## config.mk

```make
export PLATFORM = sky130hd
export DESIGN_NAME = tx_abandon_counter
export DESIGN_NICKNAME = d
export VERILOG_FILES = /design/src/rtl/tac_pkg.sv /design/src/rtl/tac_attempt_track.sv /design/src/rtl/tac_clear_decode.sv /design/src/rtl/tac_sat_count.sv /design/src/rtl/tx_abandon_counter.sv
export SDC_FILE = /design/constraint.sdc
export NUM_CORES = 1
export LEC_CHECK = 0
export BUFFER_PORTS_ARGS = -buffer_cell sky130_fd_sc_hd__buf_2
export CAP_MARGIN = 20
export CORE_MARGIN = 2
export CORE_UTILIZATION = 39
export CTS_BUF_LIST = sky130_fd_sc_hd__clkbuf_16
export CTS_CLUSTER_SIZE = 25
export DETAILED_ROUTE_END_ITERATION = 12
export PLACE_DENSITY = 0.75
export SYNTH_ARGS = -nofsm -noshare
export SYNTH_HDL_FRONTEND = slang
export SYNTH_SLANG_ARGS = --single-unit
```

## constraint.sdc

```tcl
create_clock -name clk -period 1.6 [get_ports clk]
set_clock_uncertainty 0.1 [all_clocks]
set_input_delay 0 -clock clk [delete_from_list [all_inputs] [get_ports clk]]
set_output_delay 0 -clock clk [all_outputs]
set_load 0.005 [all_outputs]
```

## src/rtl/tac_pkg.sv

```systemverilog
package tac_pkg;
    typedef enum logic {
        CLR_BY_PATTERN = 1'b0,
        CLR_BY_READ    = 1'b1
    } clr_mode_e;

    localparam logic [31:0] DEFAULT_CLEAR_WORD = 32'h1111_1111;
endpackage

```

## src/rtl/tac_attempt_track.sv

```systemverilog
module tac_attempt_track #(
    parameter int ATTEMPT_LIMIT = 16
) (
    input  logic clk,
    input  logic rst_n,
    input  logic fail_i,
    input  logic ok_i,
    input  logic start_i,
    output logic abandon_o
);
    localparam int AW = (ATTEMPT_LIMIT > 2) ? $clog2(ATTEMPT_LIMIT) : 1;
    localparam logic [AW-1:0] LAST = AW'(ATTEMPT_LIMIT - 1);

    typedef struct packed {
        logic [AW-1:0] tries;
    } trk_t;

    trk_t trk_d, trk_q;

    always_comb begin
        trk_d     = trk_q;
        abandon_o = 1'b0;
        if (ok_i || start_i) begin
            trk_d.tries = '0;
        end else if (fail_i) begin
            if (trk_q.tries == LAST) begin
                abandon_o   = 1'b1;
                trk_d.tries = '0;
            end else begin
                trk_d.tries = trk_q.tries + 1'b1;
            end
        end
    end

    always_ff @(posedge clk) begin
        if (!rst_n) trk_q <= '0;
        else        trk_q <= trk_d;
    end
endmodule

```

## src/rtl/tac_clear_decode.sv

```systemverilog
module tac_clear_decode
    import tac_pkg::*;
#(
    parameter int          DATA_W     = 32,
    parameter logic [31:0] CLEAR_WORD = DEFAULT_CLEAR_WORD
) (
    input  clr_mode_e         mode_i,
    input  logic              rd_i,
    input  logic              wr_i,
    input  logic [DATA_W-1:0] wdata_i,
    output logic              clear_o
);
    localparam logic [DATA_W-1:0] MATCH = DATA_W'(CLEAR_WORD);

    always_comb begin
        unique case (mode_i)
            CLR_BY_READ:    clear_o = rd_i;
            CLR_BY_PATTERN: clear_o = wr_i && (wdata_i == MATCH);
            default:        clear_o = 1'b0;
        endcase
    end
endmodule

```

## src/rtl/tac_sat_count.sv

```systemverilog
module tac_sat_count #(
    parameter int CNT_W = 16
) (
    input  logic             clk,
    input  logic             rst_n,
    input  logic             abandon_i,
    input  logic             clear_i,
    output logic [CNT_W-1:0] count_o
);
    localparam logic [CNT_W-1:0] CEIL = '1;

    typedef struct packed {
        logic [CNT_W-1:0] cnt;
    } cnt_t;

    cnt_t cnt_d, cnt_q;

    always_comb begin
        cnt_d = cnt_q;
        if (clear_i) begin
            cnt_d.cnt = abandon_i ? CNT_W'(1) : '0;
        end else if (abandon_i && (cnt_q.cnt != CEIL)) begin
            cnt_d.cnt = cnt_q.cnt + 1'b1;
        end
    end

    always_ff @(posedge clk) begin
        if (!rst_n) cnt_q <= '0;
        else        cnt_q <= cnt_d;
    end

    assign count_o = cnt_q.cnt;
endmodule

```

## src/rtl/tx_abandon_counter.sv

```systemverilog
module tx_abandon_counter
    import tac_pkg::*;
#(
    parameter int          ATTEMPT_LIMIT = 16,
    parameter int          CNT_W         = 16,
    parameter int          DATA_W        = 32,
    parameter logic [31:0] CLEAR_WORD    = DEFAULT_CLEAR_WORD
) (
    input  logic              clk,
    input  logic              rst_n,
    input  logic              attempt_fail_i,
    input  logic              frame_ok_i,
    input  logic              frame_start_i,
    input  logic              clr_on_read_i,
    input  logic              rd_en_i,
    input  logic              wr_en_i,
    input  logic [DATA_W-1:0] wr_data_i,
    output logic [DATA_W-1:0] rd_data_o
);
    localparam int PAD_W = DATA_W - CNT_W;

    logic             abandon;
    logic             clear;
    logic [CNT_W-1:0] count;
    clr_mode_e        mode;

    assign mode = clr_mode_e'(clr_on_read_i);

    tac_attempt_track #(.ATTEMPT_LIMIT(ATTEMPT_LIMIT)) u_track (
        .clk       (clk),
        .rst_n     (rst_n),
        .fail_i    (attempt_fail_i),
        .ok_i      (frame_ok_i),
        .start_i   (frame_start_i),
        .abandon_o (abandon)
    );

    tac_clear_decode #(.DATA_W(DATA_W), .CLEAR_WORD(CLEAR_WORD)) u_clr (
        .mode_i  (mode),
        .rd_i    (rd_en_i),
        .wr_i    (wr_en_i),
        .wdata_i (wr_data_i),
        .clear_o (clear)
    );

    tac_sat_count #(.CNT_W(CNT_W)) u_cnt (
        .clk       (clk),
        .rst_n     (rst_n),
        .abandon_i (abandon),
        .clear_i   (clear),
        .count_o   (count)
    );

    assign rd_data_o = {{PAD_W{1'b0}}, count};
endmodule

```

# --- Word-level counts from Yosys, hierarchy flattened ---
# Cells that the tools add are included.
totals:
  elab_cells: 22
  register_bits: 20
  output_inout_bits: 32
classes:
  bitwise_logic: 2
  n_reduce_logical: 5
  n_mux: 8
  n_addsub: 2
  eq_ne: 3
ops:
  columns: ["op", "n"]
  rows:
  - ["32-bit by 29-bit equality test with 1-bit output, second input constant", 1]
  - ["16-bit 2-to-1 mux", 2]
  - ["16-bit by 1-bit adder with 16-bit output, second input constant", 1]
  - ["16-bit != test, second input constant", 1]
  - ["4-bit by 1-bit adder with 4-bit output, second input constant", 1]
  - ["4-bit equality test, second input constant", 1]
  - ["1-bit 2-to-1 mux", 4]
  - ["4-bit 2-to-1 mux", 1]
  - ["1-bit logical AND", 2]
  - ["1-bit inverter", 2]
  - ["1-bit case mux with 2 select lines", 1]
  - ["2-bit nonzero test", 1]
  - ["2-bit OR reduction", 1]
  - ["1-bit logical OR", 1]

# --- Logic depth before layout (Yosys ltp) ---
# Gate-level depths: netlist of run 1.
depth:
  ltp_word: 7
  mapped_depth: 7
  mapped_depth_nobuf: 6

# --- Hierarchy ---
# A second synthesis of run 1 with hierarchy kept.
hier_totals:
  hier_cells: 152
  area_unflattened_um2: 1266.2
modules_own_cells:
  columns: ["module", "n_inst", "area_each_um2", "cells_each"]
  rows:
  - ["tac_sat_count", 1, 835.8, 98]
  - ["tac_attempt_track", 1, 195.2, 24]
  - ["tx_abandon_counter", 1, 123.9, 17]
  - ["tac_clear_decode", 1, 111.4, 13]

# --- Worst setup path before layout of run 1 ---
# Ideal clock, no wire load.
synth_path:
  kind: "register to register"
  start: "register u_track.trk_q[0] (netlist bit)"
  end: "register u_cnt.cnt_q, in the netlist u_cnt.count_o[14]"
  slack_ns: -0.104
  path_stages_with_launch: 8
  setup_ns: 0.115
  synth_period_minus_slack_ns: 1.704
  arrival_ns: 1.489
  path_cell_list: "dfxtp_1 ha_1 and2_1 nand3_2 buf_6 nor4_1 xnor2_1 nor2_1"
synth_between:
  elab_chain_cells: 6
synth_rtl:
  columns: ["item", "line", "rtl"]
  rows:
  - ["start, declared", "tac_attempt_track.sv:18", "trk_t trk_d, trk_q;"]
  - ["start signal, assigned", "tac_attempt_track.sv:37", "else trk_q <= trk_d;"]
  - ["4-bit equality test", "tac_attempt_track.sv:26", "if (trk_q.tries == LAST) begin"]
  - ["1-bit 2-to-1 mux", "tac_attempt_track.sv:26", null]
  - ["1-bit 2-to-1 mux", "tac_attempt_track.sv:25", "end else if (fail_i) begin"]
  - ["1-bit 2-to-1 mux", "tac_attempt_track.sv:23", "if (ok_i || start_i) begin"]
  - ["1-bit logical AND", "tac_sat_count.sv:22", "end else if (abandon_i && (cnt_q.cnt != CEIL)) begin"]
  - ["2-bit nonzero test (no line)", null, null]
  - ["end signal, assigned", "tac_sat_count.sv:29", "else cnt_q <= cnt_d;"]
  - ["end, declared", "tac_sat_count.sv:16", "cnt_t cnt_d, cnt_q;"]
# No other way between the ends.
# A chain may end at the register's enable or synchronous reset.

# --- Worst setup path in the final report of run 1 ---
layout_path:
  start: "register u_cnt.cnt_q, in the netlist u_cnt.count_o[1]"
  end: "register u_cnt.cnt_q, in the netlist u_cnt.count_o[10]"
layout_between:
  elab_chain_cells: 3
  word_cells_on_any_way: 6
  cone_classes: "add/sub (1); eq/ne (1); mux (2); reduce/logical (2)"
layout_rtl:
  columns: ["item", "line"]
  rows:
  - ["16-bit by 1-bit adder with 16-bit output or 16-bit != test (tied branches)", "tac_sat_count.sv:23, tac_sat_count.sv:22"]
  - ["16-bit 2-to-1 mux or 1-bit logical AND (tied branches)", "tac_sat_count.sv:22"]
  - ["16-bit 2-to-1 mux or 2-bit nonzero test (tied branches)", null]
# Several ways; a longest one is shown, not always the timed one. The select of a mux whose other input is x is not followed.

==> summary.txt, run 1 <==
CTS
  – Root Buffer: clkbuf_16
  – Clk Latency, worst-skew pair: 0.25 ns
  – CTS tree: yes
  – CTS Sinks: 20
  – Htree depth: 1
  – Longest Clk Path Bufs: 2
  – CTS Buf Count: 3
  – Clock-pin slew on the worst setup and hold paths: approximately 0.06 ns

STA
  – RSZ-0062 raised after global routing: true
  – Pins Over Slew Limit: 0
  – Fin crit share: 107%
  – Setup_tns: -1.23 ns
  – Final setup fails: 15
  – Fmax achieved: 586 MHz
  – Worst setup margin: -0.106 ns
  – Fin crit period: 1.71 ns
  – Final hold vios: 0

Logic synthesis
  – Flops & latches, synth: 20
  – Async S/R FF share, synth: 0%
  – Synth Flop Type: dfxtp_1
  – Syn_area_per_cell: 8.64 sq um
  – EDFF count, synth: 0
  – Sequential fraction of the synthesis area: 31.5%
  – Synth top area share: 31.5%
  – Yosys top cell by area: dfxtp_1
  – Yosys cell types: 35
  – Yosys warnings: 0
  – Count leader, synth: nor2_1
  – Cells after Synth: 147
  – Synth cell count leaders: 21 x nor2_1, 20 x dfxtp_1, 17 x buf_4
  – Mapped cell area: 1270 sq um
  – Area contributors post-synth: dfxtp_1 32%, buf_4 10%, xnor2_1 9.7%

Place
  – Placed instance area: between 1500 and 2000 sq um
  – IO Port Bufs: 55
  – Pre-CTS setup slack: -0.120 ns
  – Final Wtd Congestion: 0.761
  – DP HPWL: 2340 um

Routing
  – Via density: 4.98
  – DR WL met2: 1740 um
  – Routed WL: 3440 um
  – Met1 Routed Length: 1470 um
  – Final antenna-violating net count: 0
  – Routed len/inst: approximately 12 um
  – Highest routed layer: met4
  – Met3 wire len: 202 um
  – Drt first pass iters: 4
  – Number of remaining DRC errors: 0
  – Initial drt markers: between 50 and 60
  – Vias: 1,379

Layout
  – Share of layout cells above drive strength 1: 51.9%
  – Finished Cell Area: 2050 sq um
  – Area grow syn2layout: 61.6%
  – Final nets: 276
  – Fillers: 221
  – Fin util: 66.7%
  – Ant diodes: 0

Worst hold path
  – Worst min-delay path class: input pin to flip-flop

Global route
  – Total Routing Usage GR: 18.6%
  – Initial antenna violation count: 0
  – Global route overflow: 0
  – Vias in the first global route: 1,202
  – Largest net degree at the start of global routing: 16
  – First-pass GRT wire length: 5290 um

Power and ir drop
  – Static Leak: 0.899 nW
  – Pwr dens: 622 nW/um^2
  – Worst VDD drop: 0.323 mV
  – Tot Pwr: around 1.3 mW

Critical path
  – Critical Path Sink Type: flip-flop
  – CP max stage cell: dfxtp_4
  – Top cell family by delay on the critical path: simple AND/OR/NAND/NOR gates
  – Crit-path cells: ha_4 > nand4_1 > nor4_4 > buf_6 > nor4_2 > xnor2_1 > nor2_1
  – Data required, critical path: 1.64 ns
  – Critical Path Fanout Max: 7
  – Max stage delay on crit path: about 0.37 ns
  – CP bufs+invs: 1
  – CP Launch Type: flip-flop
  – Critical setup path kind: flip-flop to flip-flop
  – Arr. time, crit path: around 1.8 ns

Status
  – Status: finished, violations left
  – Violated checks: setup timing

Floorplan
  – Die W: 61.1 um
  – Die area: 3730 sq um
  – Core area: 3080 sq um
  – Placement Rows: 20
  – Initial Util: 41.3%
  – Io pins: ~70
  – Die height: 61.1 um

Run
  – Max Cap Viol: 0
## area by class of cell
type	instances	area, sq um	share of cell area (%)
multi-input cells	121	938	45.7
repair buffers	86	533	26.0
flip-flops and latches	20	413	20.1
clock buffers	3	75.1	3.66
well taps	44	55.1	2.68
clock inverters	1	30.0	1.46
inverters	2	7.51	0.366
## where the power goes
group	leakage, nW	total (mW)	switching (mW)	internal [mW]
sequential	0.165	0.496	0.000408	0.495
clock	0.0511	0.680	0.184	0.496
combinational	0.683	0.100	0.0444	0.0557
## worst paths after layout
path / from / end / slack [ns] / cells past startpoint
hold / removal: rd_en_i / u_cnt.count_o[0] / 0.05 / 5
hold reg to reg: u_track.trk_q[3] / u_track.trk_q[3] / 0.41 / 1
setup reg to reg: u_cnt.count_o[1] / u_cnt.count_o[10] / -0.11 / 7
setup / recovery: u_cnt.count_o[1] / u_cnt.count_o[10] / -0.11 / 7
## flip-flops by register name (all words and copies together), names as in the netlist
register,count
u_track.trk_q,4
u_cnt.count_o,16
## placed cells by master (no fill, tap or decap), drive strengths merged
cell,n
a21o,1
nand2,9
nor2,22
a21oi,2
nand4,5
xor2,1
xnor2,14
nand2b,1
nor4b,7
ha,2
dfxtp,20
nand3,10
or2,1
nor4,6
dlygate4sd3,2
nor4bb,1
a311oi,1
and2,2
clkbuf,3
o31ai,2
inv,2
mux2i,1
a211oi,1
nor3,7
conb,16
buf,84
bufinv,1
o21ai,2
a31oi,1
and4,3
nor3b,3
## worst min-delay path, delay by kind of cell
family,cells,cell delay [ns]
buf+inv,2,0.19
compound gates,2,0.12
simple gates,1,0.05
## metal layers
metal | global-route usage (%) | vias to the layer above
met5 | 0 | -
met4 | 5.59 | 0
met3 | 2.10 | 2
met2 | 32.5 | 55
met1 | 24.0 | 654
li1 | - | 668
## per-stage QoR
stage	cells	hold WS (ns)
finish	277	0.0530
global route	277	0.0736
CTS	275	0.0572
detailed placement	267	0.202
global placement	267	0.187
floorplan	162	0.0497
## cell families after synthesis
| group | after synthesis | share of synthesized area (%) |
|---|---|---|
| AND/OR/NAND/NOR | 76 | 35.6 |
| buffers and inverters | 22 | 13.3 |
| flip-flops | 20 | 31.5 |
| XOR/XNOR | 15 | 10.3 |
| AO/OA/AOI/OAI | 10 | 6.21 |
| adder cells (fa/ha/maj) | 2 | 1.97 |
| other | 1 | 0.295 |
| multiplexers | 1 | 0.788 |
## what timing repair did
item / CTS / global route
cloned: 1 / 0
hold buffers: 2 / 0
endpoints found under the hold margin: 3 / 0
gates resized for setup: 19 / 16
endpoints found under the setup margin: 15 / 16
setup buffers: 1 / 2
pin swaps: 5 / 9
Note: power is estimated with default switching activity, not from simulation.
==> run 2, diff against run 1 <==
--- a/config.mk
+++ b/config.mk
@@ -12,7 +12,9 @@
 export CTS_BUF_LIST = sky130_fd_sc_hd__clkbuf_16
 export CTS_CLUSTER_SIZE = 25
 export DETAILED_ROUTE_END_ITERATION = 12
+export GPL_TIMING_DRIVEN = 0
 export PLACE_DENSITY = 0.75
+export RECOVER_POWER = 25
 export SYNTH_ARGS = -nofsm -noshare
 export SYNTH_HDL_FRONTEND = slang
 export SYNTH_SLANG_ARGS = --single-unit
==> summary.txt, run 2 (synthesized netlist as in run 1, its figures left out) <==
Status
  – Status: finished, violations left
  – Violated checks: setup timing

Global route
  – First-pass GRT wire length: approximately 5400 um
  – Total Routing Usage GR: roughly a fifth
  – Initial antenna violation count: 0
  – Global route overflow: 0
  – Largest net degree at the start of global routing: 12
  – Vias in the first global route: between 1,000 and 1,500

STA
  – Pins Over Slew Limit: 0
  – Worst setup margin: -0.0767 ns
  – Fin crit share: 105%
  – Fmax achieved: 596 MHz
  – RSZ-0062 raised after global routing: true
  – Final hold vios: 0
  – Fin crit period: 1.68 ns
  – Setup_tns: -0.494 ns
  – Final setup fails: 13

CTS
  – Clk Latency, worst-skew pair: 0.25 ns
  – Clock-pin slew on the worst setup and hold paths: 0.06 ns
  – CTS Buf Count: 3
  – CTS tree: yes
  – Longest Clk Path Bufs: 2
  – CTS Sinks: 20
  – Root Buffer: clkbuf_16
  – Htree depth: 1

Worst hold path
  – Worst Hold End: u_cnt.count_o[0]
  – Hold Path Origin: clr_on_read_i
  – WHS Path Cells: 4
  – Worst min-delay path class: input pin to flip-flop

Floorplan
  – Placement Rows: 20
  – Initial Util: approximately two fifths
  – Core area: just over 3000 sq um
  – Die area: 3730 sq um
  – Io pins: 72
  – Die W: 61.1 um
  – Die height: about 61 um

Routing
  – Met3 wire len: 199 um
  – Routed len/inst: 13.5 um
  – Highest routed layer: met4
  – Met1 Routed Length: 1530 um
  – Vias: 1,375
  – Routed WL: between 3000 and 4000 um
  – Final antenna-violating net count: 0
  – DR WL met2: 2010 um
  – Via density: just under 5
  – Number of remaining DRC errors: 0
  – Initial drt markers: 61
  – Drt first pass iters: 4

Layout
  – Finished Cell Area: 2130 sq um
  – Ant diodes: 0
  – Final nets: 284
  – Fin cells: 285
  – Area grow syn2layout: 68.1%
  – Fillers: 247
  – Max reg flops: 16
  – Commonest non-fill, non-tap cell in the layout: buf_2
  – Most frequent cells in the layout: 55 x buf_2, 29 x buf_4, 20 x nor2_1
  – Share of layout cells above drive strength 1: a little under three fifths
  – Fin util: 69.3%

Critical path
  – R2R Setup Slk: -0.08 ns
  – Critical Path Sink Type: flip-flop
  – FF-to-FF Start: u_cnt.count_o[0]
  – Worst R2R End: u_cnt.count_o[15]
  – Worst R2R Path Depth: 7
  – Data required, critical path: 1.65 ns
  – Arr. time, crit path: approximately 1.7 ns
  – Critical setup path kind: flip-flop to flip-flop
  – CP Launch Type: flip-flop
  – Critical Path Fanout Max: 4

Power and ir drop
  – Pwr dens: 531 nW/um^2
  – Tot Pwr: 1.13 mW
  – Worst VDD drop: around 0.36 mV
  – Static Leak: 0.933 nW

Place
  – IO Port Bufs: 55
  – Final Wtd Congestion: 0.720
  – Inst Count DP: 261
  – Placed instance area: ~1700 sq um
  – DP HPWL: between 2000 and 2500 um

Run
  – Max Cap Viol: 0
## run 2: how the worst max path moves through the flow
stage,from,endpoint,slack (ns)
after floorplan,u_track.trk_q[0],u_cnt.count_o[6],-0.09
after global placement,u_track.trk_q[0],u_cnt.count_o[6],-0.28
after detailed placement,u_track.trk_q[0],u_cnt.count_o[6],-0.29
after CTS,u_cnt.count_o[1],u_cnt.count_o[2],-0.1
after global routing,u_cnt.count_o[1],u_cnt.count_o[12],-0.16
final,u_cnt.count_o[0],u_cnt.count_o[15],-0.08
## run 2: power breakdown
part           switching, mW  leakage (nW)  internal [mW]  total (mW)
clock                  0.192        0.0385          0.333       0.526
combinational         0.0475         0.723         0.0792       0.127
sequential          0.000895         0.172          0.481       0.482
total                  0.241         0.933          0.893        1.13
## run 2: per-stage QoR
step	hold slack [ns]	worst slack, ns
global route	0.0347	-0.159
detailed placement	0.187	-0.290
floorplan	0.0497	-0.0925
finish	0.0106	-0.0767
global placement	0.184	-0.279
CTS	0.00269	-0.0976
## run 2: timing repair
item | in CTS | in global routing
cloned | 1 | 0
endpoints found under the hold margin | 5 | 0
setup endpoints to repair | 16 | 16
hold buffers | 3 | 0
pin swaps | 9 | 12
setup buffers | 10 | 6
resized for setup | 30 | 27
## run 2: routing by layer
| layer | global-route usage, % | vias to the layer above |
|---|---|---|
| met5 | 0 | - |
| met4 | 12.7 | 0 |
| met3 | 2.73 | 9 |
| met2 | 32.5 | 54 |
| met1 | 24.5 | 629 |
| li1 | - | 683 |
## run 2: critical path: stages (launching register included)
cell,delay [ns]
dfxtp_4,0.36
buf_6,0.10
and4_4,0.23
nand4_1,0.14
buf_6,0.19
nor3b_4,0.25
xnor2_2,0.14
nor2_1,0.05
## run 2: cell type report
cell class	count	area, sq um	area share, %
Buffer	20	165	7.74
Multi-Input combinational cell	120	926	43.4
Tap cell	44	55.1	2.58
Clock inverter	1	3.75	0.176
Inverter	2	7.51	0.352
Timing Repair Buffer	75	455	21.3
Sequential cell	20	447	20.9
Clock buffer	3	75.1	3.52
